File: src/rtl/recur_datapath.sv
module recur_datapath #(
  parameter int W    = 8,
  parameter bit PIPE = 1'b0
) (
  input  logic                  clk,
  input  logic                  rst,
  input  logic                  in_valid,
  input  logic signed [W-1:0]   a_in,
  input  logic signed [W-1:0]   b_in,
  input  logic signed [W-1:0]   c_in,
  input  logic signed [W-1:0]   e_in,
  output logic                  out_valid,
  output logic signed [2*W-1:0] y_out
);
  localparam int PW = 2 * W;

  logic signed [W-1:0]  sum_q;
  logic signed [W-1:0]  sum_now;
  logic signed [W-1:0]  diff;
  logic signed [W-1:0]  mul_a;
  logic signed [W-1:0]  mul_b;
  logic                 mul_v;
  logic signed [PW-1:0] prod;

  assign sum_now = a_in + b_in;
  assign diff    = sum_q - c_in;

  always_ff @(posedge clk) begin
    if (rst)           sum_q <= '0;
    else if (in_valid) sum_q <= sum_now;
  end

  generate
    if (PIPE) begin : g_pipe
      logic signed [W-1:0] diff_q;
      logic signed [W-1:0] e_q;
      logic                v_q;
      always_ff @(posedge clk) begin
        if (rst) begin
          diff_q <= '0;
          e_q    <= '0;
          v_q    <= 1'b0;
        end else begin
          v_q <= in_valid;
          if (in_valid) begin
            diff_q <= diff;
            e_q    <= e_in;
          end
        end
      end
      assign mul_a = diff_q;
      assign mul_b = e_q;
      assign mul_v = v_q;
    end else begin : g_direct
      assign mul_a = diff;
      assign mul_b = e_in;
      assign mul_v = in_valid;
    end
  endgenerate

  assign prod = mul_a * mul_b;

  always_ff @(posedge clk) begin
    if (rst) begin
      y_out     <= '0;
      out_valid <= 1'b0;
    end else begin
      out_valid <= mul_v;
      if (mul_v) y_out <= prod;
    end
  end
endmodule


File: config.mk
export PLATFORM = sky130hd
export DESIGN_NAME = recur_datapath
export DESIGN_NICKNAME = d
export VERILOG_FILES = /design/src/rtl/recur_datapath.sv
export SDC_FILE = /design/constraint.sdc
export NUM_CORES = 1
export LEC_CHECK = 0
export CAP_MARGIN = 20
export CORE_ASPECT_RATIO = 1.2
export CORE_MARGIN = 5
export CORE_UTILIZATION = 58
export CTS_CLUSTER_DIAMETER = 60
export DETAILED_ROUTE_END_ITERATION = 8
export PLACE_DENSITY = 0.82
export SLEW_MARGIN = 20
export SYNTH_ARGS = -nofsm -noshare
export SYNTH_HDL_FRONTEND = slang
export SYNTH_SLANG_ARGS = --single-unit
File: constraint.sdc
create_clock -name clk -period 7.15 [get_ports clk]
set_clock_uncertainty 0.1 [all_clocks]
set_input_delay 0.715 -clock clk [delete_from_list [all_inputs] [get_ports clk]]
set_output_delay 0.715 -clock clk [all_outputs]
set_load 0.1 [all_outputs]
# Word level (Yosys, flattened, before mapping)
# Cells that the tools add are included.
[totals] regBits=25 in_bits=35 output_inout_bits=17 word_cells=6
[op_classes] add_sub_neg=2 mul=1
[ops] cell="multiplier 8 x 8 -> 16 bit" count=1
[ops] cell="adder 8 bit" count=1
[ops] cell="subtractor 8 bit" count=1

# Depth between registers and ports, before layout
# Gate-level depths: netlist of the first run.
[depth] depth_word=2 ltp_mapped=25

# Worst setup path before layout of the first run
# No wires, ideal clock.
[synth_timing] kind="input to register" startpoint="input port c_in[2]" endpoint="register y_out[15]" arrival_time_ns=5.485 path_slack_ns=1.443 cell_stages=22 cell_sequence="inv_1 ha_1 nor2b_1 o21ai_1 nand2b_1 a21o_1 a21oi_4 mux2_4 fa_1 inv_1 fa_1 fa_1 inv_1 fa_1 inv_1 ha_1 o21ai_1 a21boi_1 o2111ai_1 o221ai_1 xnor2_1 o21ai_1"
[synth_via] elab_chain_len=2
[synth_lines] element="start, declared" line="10" text="input logic signed [W-1:0] c_in,"
[synth_lines] element="subtractor 8 bit" line="26" text="assign diff = sum_q - c_in;"
[synth_lines] element="multiplier 8 x 8 -> 16 bit" line="61" text="assign prod = mul_a * mul_b;"
[synth_lines] element="end signal, assigned" line="69" text="if (mul_v) y_out <= prod;"
[synth_lines] element="end, declared" line="13" text="output logic signed [2*W-1:0] y_out"
# Every way passes these cells.
# A chain may end at the register's enable or synchronous reset.

# Final worst setup path of the first run
[layout_timing] startpoint="input port c_in[5]" endpoint="register y_out[11]"
# Same word-level chain as after synthesis.

==> impl_results.md, run 1 <==
* Outcome: completed
* Syn Area/Cell at 8.605 um^2
* R2R depth at 20
* Most common cell in the netlist: inv_1
* Req. time, crit path at ~7.2 ns
* Clk sinks at 25
* Largest net degree at the start of global routing at 26
* Synth unique cells at 42
* Wire length of the first global-routing pass at approximately 16,000 um
* Drt wl/cell at between 10 and 15 um
* #FFs+latches synth at 25
* Fmax at between 150 and 200 MHz
* Hold_buf cts at 0
* Yosys warns at 0
* Rows at 34
* Slowest CP cell: xnor2_1
* Diode count at 0
* Post-synthesis net count at roughly 630
* Area leader, netlist: fa_1
* CP Class: input pin to flip-flop
* Setup crit start: c_in[5]
* Non-Filler Instances at slightly above 600
* Die width at 87.84 um
* Io pins at 52
* Layout cells sized above 1 at under 10%
* # H-tree levels at 1
* HPWL Detailed at about 7600 um
* Reg-to-reg slack, setup at around 1.2 ns
* Final hold vios at 0
* Post-CTS Setup Inserts at 0
* Synth top area cells: fa_1 (27%), ha_1 (13%), dfxtp_1 (12%)
* Initial antenna violation count at 0
* Top-area cell type share of the netlist area at 27.06%
* CP Buf/Inv Count at 5
* Largest family of logic cells by synthesized area: adder cells
* Setup Total Neg Slack at 0 ns
* Compound-Gate Fraction of Synth Area at approximately a tenth
* Multiplexer share of the synthesized area at between 6 and 7%
* Grt total ovfl at 0
* Worst-Skew Late Latency at 0.27 ns
* Routed Antenna Nets at 0
* Remaining DRCs at 0
* DR vias/cell at between 5 and 6
* Core area at just over 7000 um^2
* Final Util at roughly 67%
* CTS resizes at 0
* Multi-input gate area at 3274 um^2
* FF-to-FF Start: sum_q[5]
* Cell-by-cell trace of the critical path: clkdlybuf4s50_1 > inv_1 > ha_1 > o21ai_1 > nand2b_1 > a21oi_1 > a21oi_1 > xnor2_1 > nand2_1 > fa_1 > inv_1 > fa_1 > fa_1 > inv_1 > fa_1 > inv_1 > ha_1 > a211o_1 > a21oi_1 > a21oi_1 > xnor2_1 > a211oi_1
* Initial DRC Count at about 160
* Worst r2r dst: y_out[11]
* Crit path max fanout at 18
* Tcrit/Tclk final at 91.90%
* Mapped cell area at ~4200 um^2
* Synth Flop Type: dfxtp_1
* Post-synth top cells: inv_1 (103), fa_1 (57), ha_1 (43)
* Max_cap viols at 0
* Via count at 3,289
* Startpoint Class: input pin
* Root Buffer: clkbuf_8
* Gr usage total at between 20% and 30%
* Critical Path Sink: y_out[11]
* CP Capture Type: flip-flop
* GPL Wtd Cong at about 0.90
* Register area at roughly 500 um^2
* Vias in the first global route at approximately 3,500
* Worst path depth at 22
* Max incr delay on CP at between 0.6 and 0.7 ns
* Post-Synth Adder-Cell Area at about 40%
* Die area at 9082 um^2
* Layout net count at roughly 670
* DIE HEIGHT at between 100 and 150 um
* Hold WC Path Type: flip-flop to flip-flop
* XOR/XNOR Fraction of Synth Area at about 4.6%
* Clock Path Buffers at 2
* Hold path depth at 2
* Num CTS Buffers at 3
* Final WL at slightly above 9000 um
* Max-slew violation count at 0
* EDFF count, synth at 0
* Sequential area share after synthesis at a little under an eighth
* CTS clk-pin slew, worst paths at 0.09 ns
* Synth Area in Simple Gates at between 10% and 20%
* Actual slew at the worst max-slew pin at ~1 ns
* Area Growth Syn to Fin at 14.57%
* Asr flop ratio synth at 0%
* Syn Inst Count at 490
* Crit path max-delay family: adder cells
* Fillers at around 580
* Placed Instances at 617
* RSZ-0062 raised after global routing: no
* Worst Path Arrival at about 6.6 ns
* CTS tree: built
* Finish-stage setup viols at 0
* Fin crit period at 6.571 ns
* Relative slew slack at between 30% and 40%
* Drt pass-1 iters at 4
* Initial core utilization at roughly 59%
* IO Port Bufs at a little over 50
==> metal layers <==
metal | up-vias | share of wire, % | GRT usage, %
met5 | - | 0 | 0
met4 | 0 | 1.9 | 6.612
met3 | 13 | 2.5 | 1.347
met2 | 53 | 53 | 40.66
met1 | 1612 | 43 | 27.30
li1 | 1611 | - | -
==> registers in the layout, summed over array words and instances (netlist names) <==
name,flops
out_valid,1
y_out,16
sum_q,8
==> cell type report <==
class	count	area share, %
Inverter	103	8.003
Clock inverter	1	0.1036
Clock buffer	3	0.8547
Multi-Input combinational cell	348	67.78
Timing Repair Buffer	51	10.57
Sequential cell	25	10.36
Tap cell	90	2.331
==> cells in the final DEF, fill, tap and decap left out, types with 6 or more instances in the layout <==
cell and instances:
clkdlybuf4s50_1 51, inv_1 103, o21ai_1 6, dfxtp_1 25, o21ai_0 9, nand2_1 37
and2_1 26, ha_1 43, nor2_1 25, fa_1 57, mux2i_1 17, nand2b_1 25
a21oi_1 14, nor2b_1 17, xnor2_1 17
==> stage by stage <==
step,setup slack [ns],hold WS (ns),instance area [um^2]
after floorplan,1.443,0.3604,4217
after global routing,0.1190,0.3976,4831
after global placement,0.5529,0.3405,4785
final,0.5789,0.3675,4831
after CTS,0.6246,0.3680,4831
after detailed placement,0.3377,0.3487,4785
==> how the worst min path moves through the flow <==
stage	slack, ns	end	from
after floorplan	0.36	sum_q[0]	sum_q[0]
after global placement	0.34	y_out[14]	y_out[14]
after detailed placement	0.35	y_out[15]	y_out[15]
after CTS	0.37	y_out[15]	y_out[15]
after global routing	0.40	y_out[14]	y_out[14]
final	0.37	y_out[15]	y_out[15]
==> worst min-delay path: cells and delay by family, from the launching register on <==
family | cells | cell delay, ns
simple gates | 1 | 0.05
compound gates | 1 | 0.05
flops | 1 | 0.33
==> cell families (layout without fill, tap and decap cells) <==
group	count (synthesis)	in the layout
compound gates	59	59
xor+xnor	22	22
fa+ha+maj	100	100
buf+inv	117	158
flops	25	25
mux	24	24
simple gates	143	143
Power of run 1 is not shown: default switching activity piles up to over one toggle a cycle in this logic, so the estimate is an artifact.
==> run 2, diff against run 1 <==
--- a/config.mk
+++ b/config.mk
@@ -6,12 +6,14 @@
 export NUM_CORES = 1
 export LEC_CHECK = 0
 export CAP_MARGIN = 20
+export CELL_PAD_IN_SITES_DETAIL_PLACEMENT = 2
+export CELL_PAD_IN_SITES_GLOBAL_PLACEMENT = 2
 export CORE_ASPECT_RATIO = 1.2
 export CORE_MARGIN = 5
-export CORE_UTILIZATION = 58
+export CORE_UTILIZATION = 35
 export CTS_CLUSTER_DIAMETER = 60
 export DETAILED_ROUTE_END_ITERATION = 8
-export PLACE_DENSITY = 0.82
+export PLACE_DENSITY = 0.81
 export SLEW_MARGIN = 20
 export SYNTH_ARGS = -nofsm -noshare
 export SYNTH_HDL_FRONTEND = slang
==> impl_results.md, run 2 (same netlist as run 1, synthesis figures left out) <==
* Actual slew at the worst max-slew pin at 1.030 ns (+0.02605 ns)
* Worst-Skew Late Latency at 0.25 ns (-0.02 ns)
* Worst r2r dst: y_out[15]
* Rows at 44 (+29%)
* Diode count at 0 (unchanged)
* DR vias/cell at 4.853 (-8.4%)
* Critical Path Sink: y_out[15]
* Cell-by-cell trace of the critical path: clkdlybuf4s50_1 > inv_1 > ha_1 > nor2b_1 > o21a_1 > o21ai_2 > nand2b_1 > a21oi_4 > mux2_1 > fa_1 > inv_1 > fa_1 > fa_1 > inv_1 > fa_1 > inv_1 > ha_1 > o21ai_1 > a21boi_1 > o2111ai_1 > o221ai_1 > xnor2_1 > o21ai_1
* CTS clk-pin slew, worst paths at 0.06 ns (-0.03 ns)
* Initial DRC Count at 43 (-72%)
* Relative slew slack at 31.11% (-1.7 points)
* Num CTS Buffers at 3 (unchanged)
* CP Buf/Inv Count at 5 (unchanged)
* Fin crit period at 6.583 ns (+0.01204 ns)
* Io pins at 52 (unchanged)
* Startpoint Class: input pin
* Commonest non-fill, non-tap cell in the layout: inv_1
* Largest net degree at the start of global routing at 26 (unchanged)
* GPL Wtd Cong at 0.8003 (-11%)
* Clock Path Buffers at 2 (unchanged)
* Hold WC Path Type: flip-flop to flip-flop
* RSZ-0062 raised after global routing: no
* Setup crit start: c_in[1]
* CP Class: input pin to flip-flop
* Routed Antenna Nets at 0 (unchanged)
* Reg with most FFs: y_out
* Reg-to-reg slack, setup at 1.10 ns (-0.13 ns)
* Largest register FFs at 16 (unchanged)
* Met1 wire length at 5050 um (+30%)
* Fmax at 151.9 MHz (-0.18%)
* Outcome: completed
* Met3 routed WL at 173 um (-22%)
* Worst path depth at 23 (+4.5%)
* R2R depth at 21 (+5.0%)
* DIE HEIGHT at 130.2 um (+26%)
* Hold path startpoint: y_out[14]
* Setup Total Neg Slack at 0 ns (unchanged)
* CP Capture Type: flip-flop
* IO Port Bufs at 51 (unchanged)
* Post-CTS Setup Inserts at 0 (unchanged)
* Grt total ovfl at 0 (unchanged)
* Die width at 110.2 um (+25%)
* Finish-stage setup viols at 0 (unchanged)
* Tcrit/Tclk final at 92.07% (+0.17 points)
* Crit path max-delay family: adder cells
* Final WL at 11,780 um (+30%)
* Wire length of the first global-routing pass at 20,080 um (+28%)
* CTS tree: built
* Initial antenna violation count at 0 (unchanged)
* Root Buffer: clkbuf_16
* Max_cap viols at 0 (unchanged)
* Commonest non-fill, non-tap cells in the layout: inv_1 (103), fa_1 (57), clkdlybuf4s50_1 (51), ha_1 (43), nand2_1 (37)
* Vias in the first global route at 4,036 (+16%)
* Via count at 3,363 (+2.2%)
* Die area at 14,350 um^2 (+58%)
* Max incr delay on CP at 0.56 ns (-0.06 ns)
* Highest metal used: met4
* Req. time, crit path at 7.19 ns (-0.03 ns)
* Wire length on met2 at 6496 um (+36%)
* Slowest CP cell: fa_1
* Drt wl/cell at 16.99 um (+17%)
* Crit path max fanout at 8 (-10)
* Fillers at 1,372 (+140%)
* # H-tree levels at 1 (unchanged)
* Biggest regs: y_out: 16 flops, sum_q: 8 flops, out_valid: 1 flops
* Core area at 11,950 um^2 (+66%)
* Gr usage total at 17.67% (-4.3 points)
* Final hold vios at 0 (unchanged)
* Layout net count at 668 (+0.15%)
* Worst Path Arrival at 6.62 ns (-0.02 ns)
* Remaining DRCs at 0 (unchanged)
* Clk sinks at 25 (unchanged)
* Area Growth Syn to Fin at 17.83%
* Max-slew violation count at 0 (unchanged)
* Initial core utilization at 35.30% (-23 points)
* Drt pass-1 iters at 4 (unchanged)
* HPWL Detailed at 10,130 um (+33%)
* FF-to-FF Start: sum_q[0]
* Layout cells sized above 1 at 2.444% (+0.37 points)
[run 2: worst min path at each step]
stage                endpoint  slack, ns  cells after the start
detailed placement  y_out[14]       0.35                      2
floorplan            sum_q[0]       0.36                      2
global route        y_out[15]       0.39                      2
CTS                 y_out[15]       0.36                      2
finish              y_out[14]       0.35                      2
global placement    y_out[14]       0.34                      2
[run 2: worst register-to-register path, cell delays in order, from the launching register on]
cell	delay [ns]
dfxtp_1	0.37
inv_1	0.07
ha_1	0.21
fa_1	0.42
nor2b_1	0.14
o21ai_1	0.07
nand2b_1	0.11
xor2_1	0.55
and2_1	0.26
fa_1	0.46
fa_1	0.52
fa_1	0.56
inv_1	0.06
fa_1	0.54
inv_1	0.05
ha_1	0.33
o21ai_1	0.14
a21boi_1	0.34
o2111ai_1	0.17
o221ai_1	0.24
xnor2_1	0.16
o21ai_1	0.07
[run 2: cell type report]
cell class                      count  area (um^2)  area share [%]
Clock buffer                        3        75.07           1.511
Sequential cell                    25        500.5           10.07
Inverter                          103        386.6           7.781
Timing Repair Buffer               52        518.0           10.43
Clock inverter                      1        5.005          0.1007
Tap cell                          161        201.4           4.054
Multi-Input combinational cell    348         3282           66.05
[run 2: through the flow]
stage               instances  instance area [um^2]  worst slack [ns]  util (%)  hold WS, ns
global placement          689                  4881            0.4599     40.86       0.3391
CTS                       693                  4961            0.3543     41.53       0.3615
finish                    693                  4969            0.5668     41.59       0.3525
detailed placement        689                  4881           0.09604     40.86       0.3470
global route              693                  4969            0.2281     41.59       0.3858
floorplan                 490                  4217             1.443         -       0.3604
[run 2: routing by layer]
layer  global-route usage [%]  vias to the layer above
met3                   0.8412                        4
met1                    21.89                     1712
met4                    2.319                        0
met2                    34.25                       32
met5                        0                        -
li1                         -                     1615
[run 2: repair_timing]
action	CTS	global route
setup endpoints to repair	0	1
hold buffers	0	0
gates resized for setup	0	1
Power of run 2 is left out for the same reason.
